### src/rtl/sdram_cmd_issuer.sv
module sdram_cmd_issuer #(
  parameter int COL_W  = 9,
  parameter int ROW_W  = 13,
  parameter int BANK_W = 2,
  parameter int A_W    = 13,
  parameter int REF_W  = 12,
  parameter int T_W    = 4,
  parameter int TMRD   = 2,
  parameter int TWR    = 2,
  localparam int ADDR_W = COL_W + ROW_W + BANK_W
) (
  input  logic              clk,
  input  logic              rst_n,
  input  logic [2:0]        cfg_mode,
  input  logic [REF_W-1:0]  cfg_ref_count,
  input  logic [T_W-1:0]    cfg_trc,
  input  logic [T_W-1:0]    cfg_trp,
  input  logic [T_W-1:0]    cfg_trcd,
  input  logic [T_W-1:0]    cfg_tras,
  input  logic [1:0]        cfg_cas_lat,
  input  logic              host_req,
  input  logic              host_we,
  input  logic [ADDR_W-1:0] host_addr,
  output logic              host_ready,
  output logic              sd_cs_n,
  output logic              sd_ras_n,
  output logic              sd_cas_n,
  output logic              sd_we_n,
  output logic [BANK_W-1:0] sd_ba,
  output logic [A_W-1:0]    sd_a
);

  localparam logic [3:0] C_NOP = 4'b0111, C_ACT = 4'b0011, C_RD  = 4'b0101,
                         C_WR  = 4'b0100, C_PRE = 4'b0010, C_REF = 4'b0001,
                         C_LMR = 4'b0000;
  localparam logic [A_W-1:0] A10     = A_W'(1) << 10;
  localparam logic [T_W-1:0] WR_WAIT = T_W'(TWR  > 0 ? TWR  - 1 : 0);
  localparam logic [T_W-1:0] MR_WAIT = T_W'(TMRD > 0 ? TMRD - 1 : 0);

  typedef enum logic [2:0] {ST_IDLE, ST_ACT, ST_RW, ST_PRE, ST_HOLD} state_t;

  function automatic logic [T_W-1:0] at_least1(input logic [T_W-1:0] v);
    return (v == '0) ? T_W'(1) : v;
  endfunction

  state_t             state_q;
  logic [3:0]         cmd_q;
  logic [A_W-1:0]     a_q;
  logic [BANK_W-1:0]  ba_q;
  logic [T_W-1:0]     cnt_q, ras_q;
  logic [COL_W-1:0]   col_q;
  logic               we_q, host_op_q, ready_q, pend_q, en_q;
  logic [REF_W-1:0]   tmr_q;

  wire ref_en = (cfg_mode == 3'd0) && (cfg_ref_count != '0);
  wire [T_W-1:0] cas_eff = at_least1(T_W'(cfg_cas_lat));

  assign {sd_cs_n, sd_ras_n, sd_cas_n, sd_we_n} = cmd_q;
  assign sd_a       = a_q;
  assign sd_ba      = ba_q;
  assign host_ready = ready_q;

  always_ff @(posedge clk or negedge rst_n) begin
    if (!rst_n) begin
      state_q <= ST_IDLE;  cmd_q <= C_NOP;  a_q <= '0;  ba_q <= '0;
      cnt_q <= '0;  ras_q <= '0;  col_q <= '0;  we_q <= 1'b0;
      host_op_q <= 1'b0;  ready_q <= 1'b0;  pend_q <= 1'b0;
      en_q <= 1'b0;  tmr_q <= '0;
    end else begin
      cmd_q   <= C_NOP;
      ready_q <= 1'b0;
      if (ras_q != '0) ras_q <= ras_q - 1'b1;

      case (state_q)
        ST_IDLE: begin
          if (pend_q && cfg_mode == 3'd0) begin
            cmd_q <= C_REF;  a_q <= '0;  ba_q <= '0;
            cnt_q <= at_least1(cfg_trc) - 1'b1;
            host_op_q <= 1'b0;  pend_q <= 1'b0;
            state_q <= ST_HOLD;
          end else if (host_req) begin
            if (cfg_mode == 3'd0) begin
              cmd_q <= C_ACT;
              ba_q  <= host_addr[ADDR_W-1 -: BANK_W];
              a_q   <= A_W'(host_addr[COL_W+ROW_W-1:COL_W]);
              col_q <= host_addr[COL_W-1:0];
              we_q  <= host_we;
              ras_q <= at_least1(cfg_tras);
              cnt_q <= at_least1(cfg_trcd) - 1'b1;
              state_q <= ST_ACT;
            end else if (!host_we) begin
              ready_q <= 1'b1;
            end else begin
              host_op_q <= 1'b1;
              state_q   <= ST_HOLD;
              case (cfg_mode)
                3'd2: begin
                  cmd_q <= C_PRE;  a_q <= A10;  ba_q <= '0;
                  cnt_q <= at_least1(cfg_trp) - 1'b1;
                end
                3'd3: begin
                  cmd_q <= C_LMR;
                  a_q   <= host_addr[A_W-1:0];
                  ba_q  <= host_addr[A_W+BANK_W-1:A_W];
                  cnt_q <= MR_WAIT;
                end
                3'd4: begin
                  cmd_q <= C_REF;  a_q <= '0;  ba_q <= '0;
                  cnt_q <= at_least1(cfg_trc) - 1'b1;
                end
                default: cnt_q <= '0;
              endcase
            end
          end
        end
        ST_ACT: begin
          if (cnt_q == '0) begin
            cmd_q <= we_q ? C_WR : C_RD;
            a_q   <= A_W'(col_q) & ~A10;
            cnt_q <= we_q ? WR_WAIT : cas_eff - 1'b1;
            state_q <= ST_RW;
          end else cnt_q <= cnt_q - 1'b1;
        end
        ST_RW: begin
          if (cnt_q != '0) cnt_q <= cnt_q - 1'b1;
          else if (ras_q <= T_W'(1)) begin
            cmd_q <= C_PRE;  a_q <= '0;
            cnt_q <= at_least1(cfg_trp) - 1'b1;
            state_q <= ST_PRE;
          end
        end
        ST_PRE, ST_HOLD: begin
          if (cnt_q == '0) begin
            ready_q <= (state_q == ST_PRE) || host_op_q;
            state_q <= ST_IDLE;
          end else cnt_q <= cnt_q - 1'b1;
        end
        default: state_q <= ST_IDLE;
      endcase

      en_q <= ref_en;
      if (!ref_en) pend_q <= 1'b0;
      else if (!en_q) tmr_q <= cfg_ref_count - 1'b1;
      else if (tmr_q == '0) begin
        pend_q <= 1'b1;
        tmr_q  <= cfg_ref_count - 1'b1;
      end else tmr_q <= tmr_q - 1'b1;
    end
  end

  logic [7:0] since_q, act_since_q;
  logic [3:0] last_q;
  always_ff @(posedge clk or negedge rst_n) begin
    if (!rst_n) begin
      since_q <= '0;  act_since_q <= '0;  last_q <= C_NOP;
    end else begin
      if (cmd_q != C_NOP) begin since_q <= 8'd1; last_q <= cmd_q; end
      else if (since_q != 8'hFF) since_q <= since_q + 8'd1;
      if (cmd_q == C_ACT) act_since_q <= 8'd1;
      else if (act_since_q != 8'hFF) act_since_q <= act_since_q + 8'd1;
    end
  end

  assert_ref_gap_R12: assert property (@(posedge clk) disable iff (!rst_n)
    (cmd_q != C_NOP && last_q == C_REF) |-> since_q >= 8'(at_least1(cfg_trc)));
  assert_pre_gap_R12: assert property (@(posedge clk) disable iff (!rst_n)
    (cmd_q != C_NOP && last_q == C_PRE) |-> since_q >= 8'(at_least1(cfg_trp)));
  assert_tras_R7: assert property (@(posedge clk) disable iff (!rst_n)
    (cmd_q == C_PRE && !sd_a[10]) |-> act_since_q >= 8'(at_least1(cfg_tras)));
  assert_ready_pulse_R2: assert property (@(posedge clk) disable iff (!rst_n)
    host_ready |=> !host_ready);
  assert_nop_mode_R1: assert property (@(posedge clk) disable iff (!rst_n)
    (cfg_mode inside {3'd1, 3'd5, 3'd6, 3'd7} && $stable(cfg_mode)) |-> cmd_q == C_NOP);
  assert_lmr_mode_R1: assert property (@(posedge clk) disable iff (!rst_n)
    (cfg_mode == 3'd3 && $stable(cfg_mode) && cmd_q != C_NOP) |-> cmd_q == C_LMR);

endmodule

### config.mk
export PLATFORM = sky130hd
export DESIGN_NAME = sdram_cmd_issuer
export DESIGN_NICKNAME = d
export VERILOG_FILES = /design/src/rtl/sdram_cmd_issuer.sv
export SDC_FILE = /design/constraint.sdc
export NUM_CORES = 1
export LEC_CHECK = 0
export CAP_MARGIN = 20
export CORE_MARGIN = 2
export CORE_UTILIZATION = 47
export DETAILED_ROUTE_END_ITERATION = 10
export HOLD_SLACK_MARGIN = 0.02
export PLACE_DENSITY = 0.83
export SLEW_MARGIN = 20
export SYNTH_ARGS = -nofsm -noshare
export SYNTH_HDL_FRONTEND = slang
export SYNTH_SLANG_ARGS = --single-unit
### constraint.sdc
create_clock -name clk -period 2.7 [get_ports clk]
set_input_delay 0.405 -clock clk [delete_from_list [all_inputs] [get_ports clk]]
set_output_delay 0.405 -clock clk [all_outputs]
set_load 0.005 [all_outputs]
==> results by group, run 1 <==
Outcome
  • Run status: finished clean

Critical path
  • Slowest CP cell: or3b_1
  • Worst Path Arrival: 2.62 ns
  • Crit. End Element: register
  • CP max stage delay: a little under 0.5 ns
  • CP Cell Sequence: inv_1 > ha_1 > or3b_1 > nor2_4 > nand2_1 > a21oi_2 > nand2_2 > mux2_4
  • RR Endpoint: sd_a[0]$_DFFE_PN0P_
  • Top Family by Delay on Critical Path: simple AND/OR/NAND/NOR gates
  • CP Depth: 8
  • Req. time, crit path: about 2.9 ns
  • Reg2Reg Depth: 8
  • Crit path to: sd_a[0]$_DFFE_PN0P_
  • Worst Setup SP: cnt_q[0]$_DFFE_PN0P_
  • Reg2reg start: cnt_q[0]$_DFFE_PN0P_
  • Worst Setup Start Kind: register
  • CP Class: reg -> reg
  • CP bufs+invs: 1
  • Crit-path max FO: 13
  • Reg2reg setup slack: roughly 0.28 ns

CTS
  • Post-CTS sizing: 0
  • Clock insertion delay at the later pin of the skew report: ~0.31 ns
  • CTS Sinks: 55
  • Clock-pin slew of the registers on the worst-case setup and hold paths: roughly 0.09 ns
  • CTS buffer count: 5
  • CTS tree: built
  • Cts hold-fix bufs: 0
  • Root buf cell: clkbuf_8
  • Setup Buffers After CTS: 0
  • Maximum clock path buffer count: 2
  • # H-tree levels: 2

Logic synthesis
  • Synth Area in Simple Gates: between 10% and 20%
  • Synthesized Nets: slightly above 500
  • Post-synthesis xor/xnor area fraction: a little over 4%
  • Post-Synthesis Cell Area: roughly 0.0038 mm2
  • Complex-gate fraction of the synthesized area: 21.8%
  • Cell variety after synth: 64
  • Post-Synth Adder-Cell Area: under 10%
  • Gate Count Post-Synth: roughly 440
  • Yosys top cell by area: dfrtp_1
  • EDFF count, synth: 0
  • Portion of netlist area occupied by mux cells: between 8 and 9%
  • Sequential fraction of the synthesis area: a little over a third
  • #FFs+latches synth: between 50 and 60
  • Synth warn: 0
  • Syn avg cell area: between 8 and 9 um2
  • Post-synth ARST share: 100%
  • Yosys top cell area share: approximately 34%
  • Largest family of logic cells by synthesized area: compound AO/OA/AOI/OAI gates
  • Top cells by area, synth: dfrtp_1 34%, mux2_2 4.7%, nor2_1 4.6%
  • Ys flop type: dfrtp_1

Floorplan
  • I/O Pins: between 80 and 90
  • Initial Util: between 40 and 50%
  • Die area: ~0.0088 mm2
  • Cell Rows: 32
  • Die Wd: 94.1 um
  • Core area: between 0.007 and 0.008 mm2
  • Die height: 94.1 um

Power and ir drop
  • Max VDD drop: between 0.3 and 0.4 mV
  • Comb power frac: between 40% and 50%
  • Flop pwr share: 36.7%
  • Switching Power: 1430 uW
  • Clock network power share: 14.3%
  • P_int: approximately 2300 uW
  • Pwr/cell area: 780 mW/mm2
  • Leakage power total: 0.00197 uW
  • Sw frac: between 30% and 40%

Run
  • MaxCap Viol Count: 0

Timing
  • Final setup violation count: 0
  • Min Tclk post-route: 2.42 ns
  • Worst slew margin: 53.3%
  • Period Utilization, post-route: about nine tenths
  • TNS Setup: 0 ns
  • Worst-margin pin slew: about 0.70 ns
  • Final Max Tran Viols: 0
  • Final setup margin: 0.281 ns
  • FMAX: 413 MHz
  • RSZ-0062 raised after global routing: no
  • Fin Clk Skew: around 0.012 ns
  • Final hold violation count: 0

Routing
  • 1st-iter DRT viols: between 200 and 300
  • # DRC: 0
  • Post-DRT Antenna Nets: 0
  • Via count: 3628
  • Routed vias/inst: about 5.9
  • DR WL/cell: between 15 and 20 um
  • Routed WL: about 9600 um
  • Initial DRT Pass Iterations: 5

GRT
  • Global route overflow: 0
  • Initial antenna violation count: 0
  • First-pass GRT wire length: around 16000 um
  • Tot GR Track Use: around 22%
  • Largest net degree at the start of global routing: 56
  • Vias in the first global route: around 3500

Hold path
  • HP Class: in -> async

Finish
  • Layout cell share with drive strength beyond 1: about an eighth
  • P&R area growth vs syn: 26.7%
  • Net count, final: 587
  • Antenna cell count: 0

Placed design
  • Setup WS pre-CTS: approximately 0.17 ns
  • Port buffer count: ~80
  • Routability congestion estimate: between 0.9 and 1
  • Dpl hpwl: around 7300 um
[layer usage]
layer / track usage (%) / wire length (um) / up-vias
li1: - / - / 1737
met1: 29.9 / 4030 / 1742
met2: 37.8 / 4720 / 128
met3: 3.13 / 593 / 21
met4: 6.88 / 216 / 0
met5: 0 / 0 / -
[stage by stage]
| step | hold slack, ns | instance area [um2] | util (%) | cells | total power [uW] |
|---|---|---|---|---|---|
| CTS | 0.0947 | 4830 | 61.9 | 617 | 3770 |
| finish | 0.0769 | 4830 | 61.9 | 617 | 3770 |
| global route | 0.0925 | 4830 | 61.9 | 617 | 4060 |
| floorplan | 0.109 | 3810 | - | 436 | 2600 |
| global placement | 0.418 | 4720 | 60.4 | 609 | 3170 |
| detailed placement | 0.423 | 4720 | 60.4 | 609 | 3220 |
[cell families (layout without fill, tap and decap cells)]
logic type	count (synthesis)	after routing
and+or+nand+nor	153	153
AOI/OAI and AO/OA	128	128
other	1	1
DFF	55	55
buffers and inverters	43	122
muxes	26	26
xor gates and xnor gates	18	18
adders and majority gates	12	12
[cell usage in the layout (no fill, tap or decap), drive strengths merged, types with 14 or more instances in the layout]
cell type / synthesis / final
a22oi: 15 / 15
o21ai: 36 / 36
a21oi: 27 / 27
buf: 12 / 15
inv: 21 / 22
clkdlybuf4s50: 0 / 78
dfrtp: 52 / 52
nand3: 14 / 14
nor2: 49 / 49
nor3: 18 / 18
nand2: 39 / 39
mux2: 26 / 26
[how the worst min path moves through the flow]
stage,endpoint,from
2_1_floorplan,cnt_q[0]$_DFFE_PN0P_,rst_n
6_report,cnt_q[2]$_DFFE_PN0P_,rst_n
3_5_place_dp,cnt_q[2]$_DFFE_PN0P_,rst_n
3_3_place_gp,cnt_q[2]$_DFFE_PN0P_,rst_n
4_1_cts,ras_q[3]$_DFF_PN0_,rst_n
5_1_grt,ras_q[3]$_DFF_PN0_,rst_n
[registers in the layout, indices dropped and copies added, names as in the netlist, 2 cells and up]
register  count
cnt_q         4
state_q       3
sd_a         13
ras_q         4
sd_ba         2
tmr_q        12
col_q         9
cmd_q         3
[layout make-up]
type | instances | area (um2)
clock buffer | 6 | 72.6
tap | 102 | 128
timing repair buffer | 93 | 903
multi-input combinational | 338 | 2230
sequential | 55 | 1380
clock inverter | 2 | 38.8
inverter | 21 | 78.8
fill | 659 | 2980
[synthesized netlist by cell type, drive strengths merged, types with 4 or more instances]
library cell and number:
a22oi 15, xor2 7, a211oi 4, nand2 39, nor2 49, a21oi 27
nor3b 4, o21a 4, nor4 6, ha 12, nand3 14, or3 4
a31oi 7, nand2b 4, nor3 18, buf 12, o22ai 6, mux2 26
inv 21, dfrtp 52, o21ai 36, clkbuf 10, xnor2 11, a22o 5
[worst register-to-register path, delay by kind of cell (launching register included)]
| kind | cells | cell delay, ns |
|---|---|---|
| compound gates | 1 | 0.20 |
| fa+ha+maj | 1 | 0.16 |
| buf+inv | 1 | 0.11 |
| flops | 1 | 0.44 |
| mux | 1 | 0.40 |
| simple gates | 4 | 1.01 |
[power groups by stage]
stage | sequential (uW) | combinational (uW) | clock, uW
5_1_grt | 1430 | 2050 | 587
3_5_place_dp | 1390 | 1830 | 0
4_1_cts | 1380 | 1840 | 552
6_report | 1390 | 1850 | 540
2_1_floorplan | 1300 | 1300 | 0
3_3_place_gp | 1380 | 1790 | 0
No activity file was read; power rests on OpenSTA's default activity.
==> run 2, diff against run 1 <==
Settings changed: MAX_ROUTING_LAYER set to met4, RECOVER_POWER set to 25.
==> run 2 against run 1 <==
Effect of this change: register-to-register slack got worse by 0.04 ns; final cell count increased by 0.16%; utilization decreased by 0.34 points; worst hold slack improved by 0.37 ns; clock power decreased by 15%; count of clock-buffer cells in the layout decreased by 1; clock skew decreased by 0.0037 ns; largest power group unchanged; highest routed layer unchanged.
==> results by group, run 2 (synthesis gave the netlist of run 1 again) <==
Critical path
  • CP bufs+invs: 1 (unchanged)
  • Crit-path max FO: 13 (unchanged)
  • Req. time, crit path: 2.90 ns (about the same)
  • CP Class: reg -> reg (unchanged)
  • Top Family by Delay on Critical Path: simple AND/OR/NAND/NOR gates (unchanged)
  • Worst Setup Start Kind: register (unchanged)
  • Crit. End Element: register (unchanged)
  • Reg2reg start: cnt_q[0]$_DFFE_PN0P_ (unchanged)
  • RR Endpoint: sd_a[0]$_DFFE_PN0P_ (unchanged)
  • Reg2Reg Depth: 8 (unchanged)
  • CP max stage delay: 0.50 ns (was 0.49 ns)
  • CP Cell Sequence: inv_1 > ha_1 > or3b_1 > nor2_4 > nand2_1 > a21oi_2 > nand2_2 > mux2_4 (unchanged)
  • Reg2reg setup slack: 0.24 ns (was 0.28 ns)
  • Slowest CP cell: or3b_1 (unchanged)
  • Worst Path Arrival: 2.66 ns (was 2.62 ns)

Floorplan
  • Die area: 0.00885 mm2 (unchanged)
  • Core area: 0.00781 mm2 (unchanged)
  • Die Wd: 94.1 um (unchanged)
  • Die height: 94.1 um (unchanged)
  • I/O Pins: 81 (unchanged)
  • Cell Rows: 32 (unchanged)
  • Initial Util: 48.8% (unchanged)

GRT
  • Largest net degree at the start of global routing: 56 (unchanged)
  • First-pass GRT wire length: 15500 um (was 16000 um)
  • Initial antenna violation count: 0 (unchanged)
  • Vias in the first global route: 3435 (was 3458)
  • Tot GR Track Use: 22.5% (was 22.4%)
  • Global route overflow: 0 (unchanged)

Routing
  • Routed WL: 9660 um (was 9560 um)
  • Routed vias/inst: 5.81 (was 5.88)
  • # DRC: 0 (unchanged)
  • 1st-iter DRT viols: 150 (was 279)
  • DR WL/cell: 15.6 um (was 15.5 um)
  • Post-DRT Antenna Nets: 0 (unchanged)
  • Via count: 3591 (was 3628)
  • Initial DRT Pass Iterations: 5 (unchanged)

Timing
  • Final Max Tran Viols: 0 (unchanged)
  • Worst-margin pin slew: 1.30 ns (was 0.695 ns)
  • Worst slew margin: 13.1% (was 53.3%)
  • TNS Setup: 0 ns (unchanged)
  • Final setup violation count: 0 (unchanged)
  • RSZ-0062 raised after global routing: no (unchanged)
  • Min Tclk post-route: 2.46 ns (was 2.42 ns)
  • Period Utilization, post-route: 91.1% (was 89.6%)
  • FMAX: 407 MHz (was 413 MHz)
  • Fin Clk Skew: 0.00834 ns (was 0.0121 ns)
  • Final hold violation count: 0 (unchanged)

CTS
  • Clock insertion delay at the later pin of the skew report: 0.31 ns (about the same)
  • # H-tree levels: 2 (unchanged)
  • Setup Buffers After CTS: 0 (unchanged)
  • Root buf cell: clkbuf_8 (unchanged)
  • Post-CTS sizing: 0 (unchanged)
  • CTS Sinks: 55 (unchanged)
  • Cts hold-fix bufs: 0 (unchanged)
  • Maximum clock path buffer count: 2 (unchanged)
  • CTS buffer count: 5 (unchanged)
  • CTS tree: built (unchanged)
  • Clock-pin slew of the registers on the worst-case setup and hold paths: 0.10 ns (was 0.09 ns)

Finish
  • Filler cells: 649 (was 659)
  • Core Util, Final: 61.5% (was 61.9%)
  • Most common cell after layout, fill and taps aside: clkdlybuf4s50_1 (unchanged)
  • Antenna cell count: 0 (unchanged)
  • Sequential Area: 0.00138 mm2 (unchanged)
  • P&R area growth vs syn: 26.0% (was 26.7%)
  • Area occupied by multi-input gates: 0.00223 mm2 (unchanged)
  • Net count, final: 588 (was 587)
  • Layout cell share with drive strength beyond 1: 12.8% (was 12.4%)
  • Most frequent cells in the layout: 78 x clkdlybuf4s50_1, 52 x dfrtp_1, 47 x nor2_1, 38 x nand2_1, 34 x o21ai_0 (unchanged)
  • Largest register FFs: 13 (unchanged)

Power and ir drop
  • Pwr/cell area: 768 mW/mm2 (was 780 mW/mm2)
  • Leakage power total: 0.00196 uW (was 0.00197 uW)
  • P_int: 2240 uW (was 2340 uW)
  • Switching Power: 1450 uW (was 1430 uW)
  • Max VDD drop: 0.289 mV (was 0.327 mV)
  • Flop pwr share: 37.5% (was 36.7%)
  • Total power: 3690 uW (was 3770 uW)
  • Sw frac: 39.2% (was 38.0%)
  • Comb power frac: 50.1% (was 48.9%)
  • Clock network power share: 12.4% (was 14.3%)

Hold path
  • HP Class: in -> async (unchanged)

Placed design
  • Dpl hpwl: 7460 um (was 7290 um)
  • Port buffer count: 79 (unchanged)
  • Routability congestion estimate: 0.948 (was 0.939)

Run
  • MaxCap Viol Count: 0 (unchanged)

Outcome
  • Run status: finished clean (unchanged)
[run 2: cell type report]
| class | instances | share of cell area [%] |
|---|---|---|
| inverters | 21 | 1.64 |
| well taps | 102 | 2.66 |
| multi-input cells | 338 | 46.4 |
| clock inverters | 3 | 0.495 |
| clock buffers | 5 | 1.43 |
| repair buffers | 94 | 18.6 |
| flip-flops and latches | 55 | 28.7 |
[run 2: how the worst max path moves through the flow]
stage                               from                   end  slack, ns  cells after the start
finish              cnt_q[0]$_DFFE_PN0P_   sd_a[0]$_DFFE_PN0P_       0.24                      8
global route        cnt_q[0]$_DFFE_PN0P_   sd_a[2]$_DFFE_PN0P_       0.12                      8
CTS                 cnt_q[0]$_DFFE_PN0P_   sd_a[5]$_DFFE_PN0P_       0.26                      8
detailed placement           cfg_mode[0]  cnt_q[3]$_DFFE_PN0P_       0.15                      7
global placement             cfg_mode[0]  cnt_q[0]$_DFFE_PN0P_       0.22                      7
floorplan           cnt_q[0]$_DFFE_PN0P_   sd_a[0]$_DFFE_PN0P_       0.61                     10
[run 2: power groups by stage]
stage / combinational (uW) / clock [uW] / sequential, uW
6_report: 1850 / 457 / 1380
5_1_grt: 2030 / 504 / 1420
4_1_cts: 1850 / 470 / 1380
3_5_place_dp: 1840 / 0 / 1390
3_3_place_gp: 1800 / 0 / 1380
2_1_floorplan: 1300 / 0 / 1300
[run 2: layer usage]
| layer | vias up | wire length [um] | track usage [%] |
|---|---|---|---|
| met5 | - | 0 | - |
| met4 | 0 | 193 | 8.21 |
| met3 | 18 | 671 | 3.37 |
| met2 | 139 | 4820 | 37.5 |
| met1 | 1694 | 3970 | 27.8 |
| li1 | 1740 | - | - |
[run 2: per-stage QoR]
stage	std cells	area (um2)	hold WS, ns	worst slack (ns)
after floorplan	436	3810	0.109	0.612
after global placement	610	4710	0.487	0.218
after detailed placement	610	4710	0.492	0.150
after CTS	618	4810	0.237	0.264
after global routing	618	4800	0.538	0.123
final	618	4800	0.448	0.241
==> run 3, diff against run 2 <==
Settings changed: PLACE_DENSITY 0.83 to 0.75.
==> run 3 against run 2 <==
Effect of this change: the flow now finishes with violations (max-capacitance violations, max-slew violations); clock skew down 0.0041 ns; worst hold slack improved by 0.034 ns; critical path depth up 1; die area unchanged; highest routed layer unchanged.
==> results by group, run 3 (synthesis gave the netlist of run 1 again) <==
Critical path
  • CP bufs+invs: 2 (was 1)
  • CP max stage delay: 0.51 ns (was 0.50 ns)
  • Worst Setup Start Kind: register (unchanged)
  • Reg2reg setup slack: 0.38 ns (was 0.24 ns)
  • CP Cell Sequence: inv_1 > ha_1 > or3b_1 > nor2_4 > nand2_1 > a21oi_2 > nand2_2 > buf_12 > mux2_4 (was inv_1 > ha_1 > or3b_1 > nor2_4 > nand2_1 > a21oi_2 > nand2_2 > mux2_4)
  • Reg2Reg Depth: 9 (was 8)
  • Req. time, crit path: 2.90 ns (about the same)
  • Crit-path max FO: 13 (unchanged)
  • Reg2reg start: cnt_q[0]$_DFFE_PN0P_ (unchanged)
  • Worst Setup SP: cnt_q[0]$_DFFE_PN0P_ (unchanged)
  • Worst Path Arrival: 2.52 ns (was 2.66 ns)
  • RR Endpoint: sd_a[2]$_DFFE_PN0P_ (was sd_a[0]$_DFFE_PN0P_)
  • Slowest CP cell: or3b_1 (unchanged)
  • CP Class: reg -> reg (unchanged)
  • Top Family by Delay on Critical Path: simple AND/OR/NAND/NOR gates (unchanged)
  • Crit path to: sd_a[2]$_DFFE_PN0P_ (was sd_a[0]$_DFFE_PN0P_)
  • CP Depth: 9 (was 8)
  • Crit. End Element: register (unchanged)

CTS
  • Maximum clock path buffer count: 2 (unchanged)
  • Clock insertion delay at the later pin of the skew report: 0.31 ns (about the same)
  • Root buf cell: clkbuf_8 (unchanged)
  • # H-tree levels: 2 (unchanged)
  • Setup Buffers After CTS: 0 (unchanged)
  • Clock-pin slew of the registers on the worst-case setup and hold paths: 0.09 ns (was 0.10 ns)
  • CTS Sinks: 55 (unchanged)
  • Cts hold-fix bufs: 0 (unchanged)
  • CTS buffer count: 5 (unchanged)
  • CTS tree: built (unchanged)
  • Post-CTS sizing: 0 (unchanged)

Placed design
  • Setup WS pre-CTS: 0.182 ns (was 0.150 ns)
  • Dpl hpwl: 7380 um (was 7460 um)
  • Placed insts: 612 (was 610)
  • Routability congestion estimate: 0.902 (was 0.948)
  • Port buffer count: 79 (unchanged)

Routing
  • Post-DRT Antenna Nets: 0 (unchanged)
  • DR WL/cell: 15.8 um (was 15.6 um)
  • 1st-iter DRT viols: 253 (was 150)
  • Via count: 3589 (was 3591)
  • # DRC: 0 (unchanged)
  • Routed vias/inst: 5.80 (was 5.81)
  • Routed WL: 9800 um (was 9660 um)
  • Initial DRT Pass Iterations: 4 (was 5)

Outcome
  • Run status: complete, but fails checks (was finished clean)
  • Failing checks: max-capacitance violations, max-slew violations

Power and ir drop
  • Leakage power total: 0.00197 uW (was 0.00196 uW)
  • Pwr/cell area: 774 mW/mm2 (was 768 mW/mm2)
  • Max VDD drop: 0.309 mV (was 0.289 mV)

GRT
  • Largest net degree at the start of global routing: 32 (was 56)
  • Vias in the first global route: 3488 (was 3435)
  • Global route overflow: 0 (unchanged)
  • Initial antenna violation count: 0 (unchanged)
  • Tot GR Track Use: 23.5% (was 22.5%)
  • First-pass GRT wire length: 16200 um (was 15500 um)

Finish
  • Most common cell after layout, fill and taps aside: clkdlybuf4s50_1 (unchanged)
  • Net count, final: 590 (was 588)
  • P&R area growth vs syn: 26.6% (was 26.0%)
  • Antenna cell count: 0 (unchanged)
  • Post-Layout Cell Count: 619 (was 618)
  • Largest register FFs: 13 (unchanged)
  • Most frequent cells in the layout: 78 x clkdlybuf4s50_1, 52 x dfrtp_1, 47 x nor2_1, 38 x nand2_1, 34 x o21ai_0 (unchanged)
  • Layout cell share with drive strength beyond 1: 12.6% (was 12.8%)

Timing
  • Worst slew margin: -6.35% (was 13.1%)
  • Period Utilization, post-route: 86.0% (was 91.1%)
  • Final Max Tran Viols: 32 (was 0)
  • RSZ-0062 raised after global routing: no (unchanged)
  • Min Tclk post-route: 2.32 ns (was 2.46 ns)
  • Hold slack final: 0.482 ns (was 0.448 ns)
  • Worst-margin pin slew: 1.60 ns (was 1.30 ns)
  • Fin Clk Skew: 0.00426 ns (was 0.00834 ns)
  • Final setup violation count: 0 (unchanged)
  • TNS Setup: 0 ns (unchanged)
  • FMAX: 431 MHz (was 407 MHz)
  • Final hold violation count: 0 (unchanged)
  • Final setup margin: 0.378 ns (was 0.241 ns)

Run
  • MaxCap Viol Count: 1 (was 0)

Floorplan
  • Cell Rows: 32 (unchanged)
  • Core area: 0.00781 mm2 (unchanged)
  • I/O Pins: 81 (unchanged)
  • Die Wd: 94.1 um (unchanged)
  • Die height: 94.1 um (unchanged)
  • Initial Util: 48.8% (unchanged)
  • Die area: 0.00885 mm2 (unchanged)

Hold path
  • HP Class: in -> async (unchanged)
## run 3: final cells by class
type,instances,area (um2)
Clock buffer,6,82.6
Sequential cell,55,1380
Timing Repair Buffer,96,921
Multi-Input combinational cell,338,2230
Tap cell,102,128
Inverter,21,78.8
Clock inverter,1,8.76
Fill cell,694,2980
## run 3: per-layer routing
metal	global-route usage [%]	wire [um]	vias up
li1	-	-	1737
met1	30.1	4150	1695
met2	39.3	4880	139
met3	2.89	562	18
met4	7.13	206	0
met5	-	0	-
## run 3: worst min-delay path by stage
stage          depth (start not counted)                    to  slack [ns]                  from
2_1_floorplan                          0  cnt_q[0]$_DFFE_PN0P_        0.11                 rst_n
3_3_place_gp                           1  cnt_q[0]$_DFFE_PN0P_        0.48                 rst_n
3_5_place_dp                           1  cnt_q[0]$_DFFE_PN0P_        0.48                 rst_n
4_1_cts                                1    ras_q[3]$_DFF_PN0_        0.14                 rst_n
5_1_grt                                1  col_q[2]$_DFFE_PN0P_        0.53  col_q[2]$_DFFE_PN0P_
6_report                               1  cnt_q[0]$_DFFE_PN0P_        0.48                 rst_n
## run 3: report_power, final
group | switching (uW) | internal [uW] | total [uW]
Combinational | 925 | 954 | 1880
Clock | 269 | 207 | 477
Sequential | 257 | 1120 | 1380
Total | 1450 | 2290 | 3740
## run 3: through the flow
step | instance area [um2] | util [%] | power (uW)
floorplan | 3810 | - | 2600
global placement | 4740 | 60.7 | 3190
detailed placement | 4740 | 60.7 | 3250
CTS | 4830 | 61.9 | 3730
global route | 4830 | 61.8 | 4010
finish | 4830 | 61.8 | 3740
